$ cat src/rtl/dm_ovl_pkg.sv
package dm_ovl_pkg;
  typedef enum logic [1:0] {
    TGT_NONE = 2'd0,
    TGT_RAM  = 2'd1,
    TGT_REG  = 2'd2,
    TGT_EXT  = 2'd3
  } tgt_e;
endpackage

$ cat src/rtl/dm_region_decode.sv
module dm_region_decode
  import dm_ovl_pkg::*;
#(
  parameter int ADDR_W  = 14,
  parameter int OVL_W   = 2,
  parameter int REG_CNT = 32
) (
  input  logic              req_i,
  input  logic [ADDR_W-1:0] addr_i,
  input  logic [OVL_W-1:0]  ovl_i,
  output tgt_e              tgt_o,
  output logic              bank_o,
  output logic              err_o
);
  localparam logic [ADDR_W-1:0] REG_BASE = ADDR_W'((1 << ADDR_W) - REG_CNT);

  always_comb begin
    tgt_o  = TGT_NONE;
    bank_o = 1'b0;
    err_o  = 1'b0;
    if (req_i) begin
      if (addr_i[ADDR_W-1]) begin
        // upper half is always on chip
        tgt_o = (addr_i >= REG_BASE) ? TGT_REG : TGT_RAM;
      end else begin
        case (ovl_i)
          OVL_W'(0): tgt_o = TGT_RAM;
          OVL_W'(1): tgt_o = TGT_EXT;
          OVL_W'(2): begin
            tgt_o  = TGT_EXT;
            bank_o = 1'b1;
          end
          default: begin
            tgt_o = TGT_RAM;
            err_o = 1'b1;
          end
        endcase
      end
    end
  end
endmodule

$ cat src/rtl/dm_wait_ctrl.sv
module dm_wait_ctrl #(
  parameter int WAIT_W = 3,
  parameter int LOW_W  = 13
) (
  input  logic              clk_i,
  input  logic              rst_ni,
  input  logic              start_i,
  input  logic [WAIT_W-1:0] wait_i,
  input  logic              bank_i,
  input  logic [LOW_W-1:0]  addr_lo_i,
  output logic              busy_o,
  output logic              stall_o,
  output logic              sel_o,
  output logic [LOW_W:0]    ext_addr_o
);
  logic              busy_q;
  logic [WAIT_W-1:0] cnt_q;
  logic              bank_q;
  logic [LOW_W-1:0]  addr_q;

  always_ff @(posedge clk_i or negedge rst_ni) begin
    if (!rst_ni) begin
      busy_q <= 1'b0;
      cnt_q  <= '0;
      bank_q <= 1'b0;
      addr_q <= '0;
    end else if (busy_q) begin
      if (cnt_q == '0) busy_q <= 1'b0;
      else             cnt_q  <= cnt_q - 1'b1;
    end else if (start_i && wait_i != '0) begin
      busy_q <= 1'b1;
      cnt_q  <= wait_i - 1'b1;
      bank_q <= bank_i;
      addr_q <= addr_lo_i;
    end
  end

  always_comb begin
    sel_o      = 1'b0;
    stall_o    = 1'b0;
    ext_addr_o = '0;
    if (busy_q) begin
      sel_o      = 1'b1;
      stall_o    = (cnt_q != '0);
      ext_addr_o = {bank_q, addr_q};
    end else if (start_i) begin
      sel_o      = 1'b1;
      stall_o    = (wait_i != '0);
      ext_addr_o = {bank_i, addr_lo_i};
    end
  end

  assign busy_o = busy_q;

  p_cnt_dec_r6: assert property (@(posedge clk_i) disable iff (!rst_ni)
    (busy_q && cnt_q != '0) |=> (busy_q && cnt_q == $past(cnt_q) - 1'b1));
  p_done_r6: assert property (@(posedge clk_i) disable iff (!rst_ni)
    (busy_q && cnt_q == '0) |=> !busy_q);
  p_hold_addr_r8: assert property (@(posedge clk_i) disable iff (!rst_ni)
    (busy_q && $past(busy_q)) |-> $stable(ext_addr_o));
endmodule

$ cat src/rtl/dm_ovl_decoder.sv
module dm_ovl_decoder
  import dm_ovl_pkg::*;
#(
  parameter int ADDR_W  = 14,
  parameter int OVL_W   = 2,
  parameter int WAIT_W  = 3,
  parameter int REG_CNT = 32
) (
  input  logic              clk_i,
  input  logic              rst_ni,
  input  logic [ADDR_W-1:0] addr_i,
  input  logic              rd_i,
  input  logic              wr_i,
  input  logic [OVL_W-1:0]  ovl_sel_i,
  input  logic [WAIT_W-1:0] wait_cnt_i,
  output logic              ram_en_o,
  output logic              reg_en_o,
  output logic              ext_sel_o,
  output logic [ADDR_W-1:0] ext_addr_o,
  output logic              ready_o,
  output logic              ovl_err_o
);
  localparam int LOW_W = ADDR_W - 1;

  tgt_e tgt;
  logic bank, err, busy, stall, accept;

  assign accept = (rd_i | wr_i) & ~busy;

  dm_region_decode #(
    .ADDR_W (ADDR_W),
    .OVL_W  (OVL_W),
    .REG_CNT(REG_CNT)
  ) u_dec (
    .req_i (accept),
    .addr_i(addr_i),
    .ovl_i (ovl_sel_i),
    .tgt_o (tgt),
    .bank_o(bank),
    .err_o (err)
  );

  dm_wait_ctrl #(
    .WAIT_W(WAIT_W),
    .LOW_W (LOW_W)
  ) u_wait (
    .clk_i     (clk_i),
    .rst_ni    (rst_ni),
    .start_i   (tgt == TGT_EXT),
    .wait_i    (wait_cnt_i),
    .bank_i    (bank),
    .addr_lo_i (addr_i[LOW_W-1:0]),
    .busy_o    (busy),
    .stall_o   (stall),
    .sel_o     (ext_sel_o),
    .ext_addr_o(ext_addr_o)
  );

  assign ram_en_o  = (tgt == TGT_RAM);
  assign reg_en_o  = (tgt == TGT_REG);
  assign ovl_err_o = err;
  assign ready_o   = ~stall;

  p_upper_int_r1: assert property (@(posedge clk_i) disable iff (!rst_ni)
    ((rd_i || wr_i) && ready_o && addr_i[ADDR_W-1] && !$past(ext_sel_o && !ready_o)) |-> !ext_sel_o);
  p_int_ready_r5: assert property (@(posedge clk_i) disable iff (!rst_ni)
    (ram_en_o || reg_en_o) |-> ready_o);
  p_err_int_r7: assert property (@(posedge clk_i) disable iff (!rst_ni)
    ovl_err_o |-> (ram_en_o && !ext_sel_o));
  p_stall_no_en_r10: assert property (@(posedge clk_i) disable iff (!rst_ni)
    !ready_o |-> (!ram_en_o && !reg_en_o && ext_sel_o));
endmodule

$ cat config.mk
export PLATFORM = sky130hd
export DESIGN_NAME = dm_ovl_decoder
export DESIGN_NICKNAME = d
export VERILOG_FILES = /design/src/rtl/dm_ovl_pkg.sv /design/src/rtl/dm_region_decode.sv /design/src/rtl/dm_wait_ctrl.sv /design/src/rtl/dm_ovl_decoder.sv
export SDC_FILE = /design/constraint.sdc
export NUM_CORES = 1
export LEC_CHECK = 0
export BUFFER_PORTS_ARGS = -buffer_cell sky130_fd_sc_hd__buf_2
export CAP_MARGIN = 20
export CORE_MARGIN = 8
export CORE_UTILIZATION = 51
export DETAILED_ROUTE_END_ITERATION = 12
export GPL_ROUTABILITY_DRIVEN = 0
export HOLD_SLACK_MARGIN = 0.02
export PLACE_DENSITY_LB_ADDON = 0.2
export SYNTH_ARGS = -nofsm -noshare
export SYNTH_HDL_FRONTEND = slang
export SYNTH_HIERARCHICAL = 1
export SYNTH_SLANG_ARGS = --single-unit
$ cat constraint.sdc
create_clock -name clk_i -period 6.7 [get_ports clk_i]
set_input_delay 0.335 -clock clk_i [delete_from_list [all_inputs] [get_ports clk_i]]
set_output_delay 0.335 -clock clk_i [all_outputs]
set_load 0.05 [all_outputs]
Word level (Yosys, flattened, before mapping)
Index checks and enable logic that the tools add are counted.
{"block": "classes", "n_addsub": 2, "order_cmp": 1, "eq_ne": 6, "mux": 22, "bitwise": 4, "reduce_logical": 10}
{"op": "two-way mux 14 bit", "count": 2}
{"op": ">= comparator 14 bit, second input constant", "count": 1}
{"op": "two-way mux 1 bit", "count": 13}
{"op": "two-way mux 3 bit", "count": 3}
{"op": "two-way mux 2 bit", "count": 4}
{"op": "equality test 2 bit, second input constant", "count": 3}
{"op": "nonzero test 3 bit", "count": 2}
{"op": "subtractor 3 x 1 -> 3 bit, second input constant", "count": 2}
{"op": "equality test 2 x 1 -> 1 bit, second input constant", "count": 2}
{"op": "AND reduction 2 bit", "count": 2}
{"op": "zero test 3 bit", "count": 1}
{"op": "OR reduction 3 bit", "count": 1}
{"op": "zero test 2 bit", "count": 1}
{"op": "!= test 2 bit, second input constant", "count": 1}
{"op": "inverter 1 bit", "count": 2}
{"op": "nonzero test 2 bit", "count": 1}
{"op": "OR reduction 2 bit", "count": 1}
{"op": "bitwise AND 1 bit", "count": 1}
{"op": "logical AND 1 bit", "count": 1}
{"op": "OR 1 bit", "count": 1}
{"block": "totals", "reg_bits": 18, "out_inout_bits": 19, "wordCells": 49}

Longest topological paths before layout
{"block": "logic_depth", "ltp_word": 9, "ltp_mapped": 11, "depth_no_buf": 9}

Cells and area by module
The synthesis kept the hierarchy.
{"module": "dm_wait_ctrl", "n_inst": 1, "cells_each": 80, "area_per_inst_um2": 955.9, "seq_area_each_um2": 450.4}
{"module": "dm_region_decode", "n_inst": 1, "cells_each": 12, "area_per_inst_um2": 96.3, "seq_area_each_um2": 0.0}
{"module": "dm_ovl_decoder", "n_inst": 1, "cells_each": 5, "area_per_inst_um2": 36.3, "seq_area_each_um2": 0.0}

Least setup slack after synthesis
No wires, ideal clock.
{"block": "synth_timing", "path_kind": "input -> output", "start": "in ovl_sel_i[0]", "end": "out ext_addr_o[3]", "arrival_time_ns": 2.419, "slack_ns": 3.946, "path_stages": 7, "path_buffers": 0, "path_cell_list": "inv_1 > ha_1 > or3b_1 > o31ai_1 > and2_2 > nand2_1 > o21ai_0"}
{"block": "synth_via", "elab_chain_len": 8, "word_cells_on_any_way": 9, "cone_classes": "eq/ne: 3; mux: 5; reduce/logical: 1"}
{"element": "from (decl)", "line_no": "dm_ovl_decoder.sv:14", "source": "input logic [OVL_W-1:0] ovl_sel_i,"}
{"element": "equality test 2 x 1 -> 1 bit or equality test 2 bit (tied branches)", "line_no": "dm_region_decode.sv:26", "source": "case (ovl_i)"}
{"element": "OR reduction 2 bit (no source line) *"}
{"element": "two-way mux 2 bit *", "line_no": "dm_region_decode.sv:26"}
{"element": "two-way mux 2 bit *", "line_no": "dm_region_decode.sv:22", "source": "if (addr_i[ADDR_W-1]) begin"}
{"element": "two-way mux 2 bit *", "line_no": "dm_region_decode.sv:21", "source": "if (req_i) begin"}
{"element": "net tgt[1]", "line_no": "dm_ovl_decoder.sv:25", "source": "tgt_e tgt;"}
{"element": "equality test 2 bit *", "line_no": "dm_ovl_decoder.sv:49", "source": ".start_i (tgt == TGT_EXT),"}
{"element": "two-way mux 14 bit *", "line_no": "dm_wait_ctrl.sv:46", "source": "end else if (start_i) begin"}
{"element": "two-way mux 14 bit *", "line_no": "dm_wait_ctrl.sv:42", "source": "if (busy_q) begin"}
{"element": "to (decl)", "line_no": "dm_ovl_decoder.sv:19", "source": "output logic [ADDR_W-1:0] ext_addr_o,"}
Mark *: on every way through the listed nets, which the timed path passes. The rest lies on a longest branch.

Worst setup path in the final report
{"block": "layout_timing", "start": "reg u_wait.busy_q, in the netlist u_wait/busy_o", "end": "out ready_o"}
{"block": "layout_via", "elab_chain_len": 7}
{"element": "from (decl)", "line_no": "dm_wait_ctrl.sv:16", "source": "logic busy_q;"}
{"element": "from (signal assigned)", "line_no": "dm_wait_ctrl.sv:23", "source": "busy_q <= 1'b0;"}
{"element": "from (signal assigned)", "line_no": "dm_wait_ctrl.sv:28", "source": "if (cnt_q == '0) busy_q <= 1'b0;"}
{"element": "from (signal assigned)", "line_no": "dm_wait_ctrl.sv:31", "source": "busy_q <= 1'b1;"}
{"element": "inverter 1 bit (no source line)"}
{"element": "bitwise AND 1 bit", "line_no": "dm_ovl_decoder.sv:28", "source": "assign accept = (rd_i | wr_i) & ~busy;"}
{"element": "net accept", "line_no": "dm_ovl_decoder.sv:26", "source": "logic bank, err, busy, stall, accept;"}
{"element": "two-way mux 2 bit", "line_no": "dm_region_decode.sv:21"}
{"element": "net tgt[1]", "line_no": "dm_ovl_decoder.sv:25"}
{"element": "equality test 2 bit", "line_no": "dm_ovl_decoder.sv:49"}
{"element": "two-way mux 1 bit", "line_no": "dm_wait_ctrl.sv:46"}
{"element": "two-way mux 1 bit", "line_no": "dm_wait_ctrl.sv:42"}
{"element": "net stall", "line_no": "dm_ovl_decoder.sv:26"}
{"element": "inverter 1 bit", "line_no": "dm_ovl_decoder.sv:62", "source": "assign ready_o = ~stall;"}
{"element": "to (decl)", "line_no": "dm_ovl_decoder.sv:20", "source": "output logic ready_o,"}
The timed path passes the listed nets, and every way through them passes these cells.

==> results.json <==
{
  "yosysSeqAreaShare_pct": 41.4,
  "crit_required_ps": 6360,
  "h-tree-depth": 1,
  "path_cells": "o21ba_2 -> or3b_1 -> o31ai_1 -> and2_2 -> nor2b_1 -> and2_4 -> nand2b_1 -> inv_1 -> buf_2",
  "postPlaceCellArea_um2": 1290,
  "synth.most_common_cell": "dfrtp_1",
  "grt_use_total_pct": 13.0,
  "hp-class": "in -> reg",
  "rsz0062_at_grt": "false",
  "via_per_inst": 5.62,
  "fin_crit_ps": 4090,
  "grt_pass1_vias": 958,
  "async_flop_share_pct": 100,
  "power.leakage_nw": 0.664,
  "worst-path-buf-inv": 2,
  "fin_worst_skew_ps": 6.38,
  "path_class": "reg -> out",
  "root_buffer": "clkbuf_4",
  "core_um2": 1980,
  "postCtsSetupRepairBufs": 0,
  "cpPeakStageDelay_ps": 740,
  "setup-tns-final_ps": 0,
  "synth_area_leaders": "dfrtp_1 41%, mux2_2 14%, a22o_1 9.7%, ha_1 3.4%, buf_6 2.1%",
  "fin_nets": 164,
  "area_delta_synth_final_pct": 22.8,
  "fmax_mhz": 245,
  "status": "complete, no violations",
  "synthCells": 97,
  "yosys-top-cells-count": "18 x dfrtp_1, 14 x mux2_2, 12 x a22o_1",
  "drc": 0,
  "cts_tree": "done",
  "critical_path_peak_fanout": 29,
  "cp-start-kind": "flip-flop",
  "finalWorstSetupSlack_ps": 2610,
  "cts_max_path_buffers": 2,
  "routedWlPerCell_um": 16.0,
  "drive_gt1_share_pct": 49.6,
  "clock-sinks": 18,
  "finalPower_mw": 0.617,
  "synth_edf_count": 0,
  "cts_inserted_buffers": 3,
  "drt_wl_total_um": 2630,
  "synth_seq_cells": 18,
  "vdd_drop_max_mv": 0.263,
  "syn_area_um2": 1090,
  "antenna_found_initial": 0,
  "grt_max_degree": 30,
  "fin_crit_sh_pct": 61.0,
  "synth_top_cell_area_share_pct": 41.4,
  "crit_family": "simple AND/OR/NAND/NOR gates",
  "avgSynthCellArea_um2": 11.2,
  "cp.arrival_ps": 3750,
  "first_pass_iters": 4,
  "syn_nets": 123,
  "diodes": 0,
  "hold_viol": 0,
  "slowest_stage": "nor2b_1",
  "worst_pin_slew_ps": 906,
  "stdcell_area_um2": 1340,
  "setup_viol": 0,
  "power_density_nw_per_um2": 461,
  "ys_types": 35,
  "drv_cap": 0,
  "synth_warnings": 6,
  "start_util_pct": 54.9,
  "cp-end-kind": "output port",
  "grt_overflow": 0,
  "vias": 922,
  "post_cts_resized": 0,
  "placed_cells": 159,
  "layout.cells.non_filler": 164,
  "ant_nets": 0,
  "fp.dieH_um": 62.2,
  "clk_pin_slew_worst_paths_ps": 110,
  "fp.dieW_um": 62.2,
  "slew_violations": 0,
  "slew_headroom_pct": 39.5,
  "hpwl_um": 2010,
  "die_area_um2": 3870,
  "num_io_pins": 42,
  "grt_pass1_wl_um": 4310,
  "yosysTopAreaCell": "dfrtp_1",
  "insertion_delay_ps": 290,
  "synthFlopType": "dfrtp_1",
  "rows": 16,
  "drtIter0Drc": 25,
  "pre_cts_ws_ps": 2930,
  "port_buffers": 41
}
## worst reg2reg max path, stage by stage (launching register included)
cell and delay, ps:
dfrtp_1 710, o21ba_2 450, or3b_1 360, o31ai_1 100, and2_2 270, nor2b_1 740, and2_4 440, mux2_2 370
## cell usage in the layout, fill, tap and decap left out, types with 2 or more instances in the layout
| cell | instances |
|---|---|
| a22o_1 | 12 |
| nor2b_1 | 2 |
| mux2_2 | 14 |
| o31ai_1 | 2 |
| clkbuf_4 | 3 |
| buf_2 | 41 |
| o21ai_0 | 3 |
| and3b_2 | 2 |
| nand2_1 | 6 |
| inv_1 | 4 |
| dfrtp_1 | 18 |
| ha_1 | 3 |
| o21a_1 | 2 |
| mux2i_1 | 2 |
| nand4_1 | 2 |
## through the flow
stage / utilization (%) / hold WS [ps]
after CTS: 67.4 / 274
after detailed placement: 65.1 / 294
after global routing: 67.4 / 270
after floorplan: - / 39.4
final: 67.4 / 286
after global placement: 65.1 / 290
## report_power, final
group	internal (mW)	total [mW]	switching [mW]	leakage (nW)
Sequential	0.161	0.215	0.0544	0.219
Clock	0.0331	0.0662	0.0331	0.0210
Combinational	0.126	0.335	0.209	0.424
## state kept, by name (all words and copies together), names as in the netlist
name and flops:
u_wait/busy_o 1, u_wait/addr_q 13, u_wait/cnt_q 3, u_wait/bank_q 1
## logic make-up (layout without fill, tap and decap cells)
group                    after synthesis  in the layout  synth area share, %
flip-flops                            18             18                 41.4
AO/OA/AOI/OAI                         27             27                 20.1
multiplexers                          16             16                 16.3
XOR/XNOR                               2              2                 1.61
buffers and inverters                 10             50                 4.83
AND/OR/NAND/NOR                       21             21                 12.3
adder cells (fa/ha/maj)                3              3                 3.45
## final cells by class
| class | instances | area [um^2] |
|---|---|---|
| tap | 27 | 33.8 |
| sequential | 18 | 450 |
| inverter | 4 | 15.0 |
| fill | 166 | 646 |
| timing repair buffer | 42 | 215 |
| clock buffer | 4 | 36.3 |
| multi-input combinational | 69 | 586 |
## what timing repair did
action / 4_1_cts / 5_1_grt
hold buffers: 1 / 0
endpoints found under the hold margin: 18 / 0
endpoints found under the setup margin: 0 / 0
## metal layers
| layer | vias to the layer above | track usage [%] | part of all wire, % |
|---|---|---|---|
| met3 | 2 | 3.23 | 5.2 |
| li1 | 439 | - | - |
| met2 | 24 | 23.9 | 54 |
| met5 | - | 0 | 0 |
| met1 | 457 | 13.9 | 40 |
| met4 | 0 | 4.37 | 0.53 |
## final timing paths
kind	from	endpoint	slack, ps	depth (start not counted)
min	addr_i[1]	u_wait/addr_q[1]	290	2
max reg2reg	u_wait/busy_o	u_wait/addr_q[6]	3150	7
max in group asynchronous	rst_ni	u_wait/cnt_q[2]	5910	2
min reg2reg	u_wait/addr_q[1]	u_wait/addr_q[1]	520	1
max	u_wait/busy_o	ready_o	2610	9
min in group asynchronous	rst_ni	u_wait/addr_q[8]	490	2
Note: power is estimated with default switching activity, not from simulation.
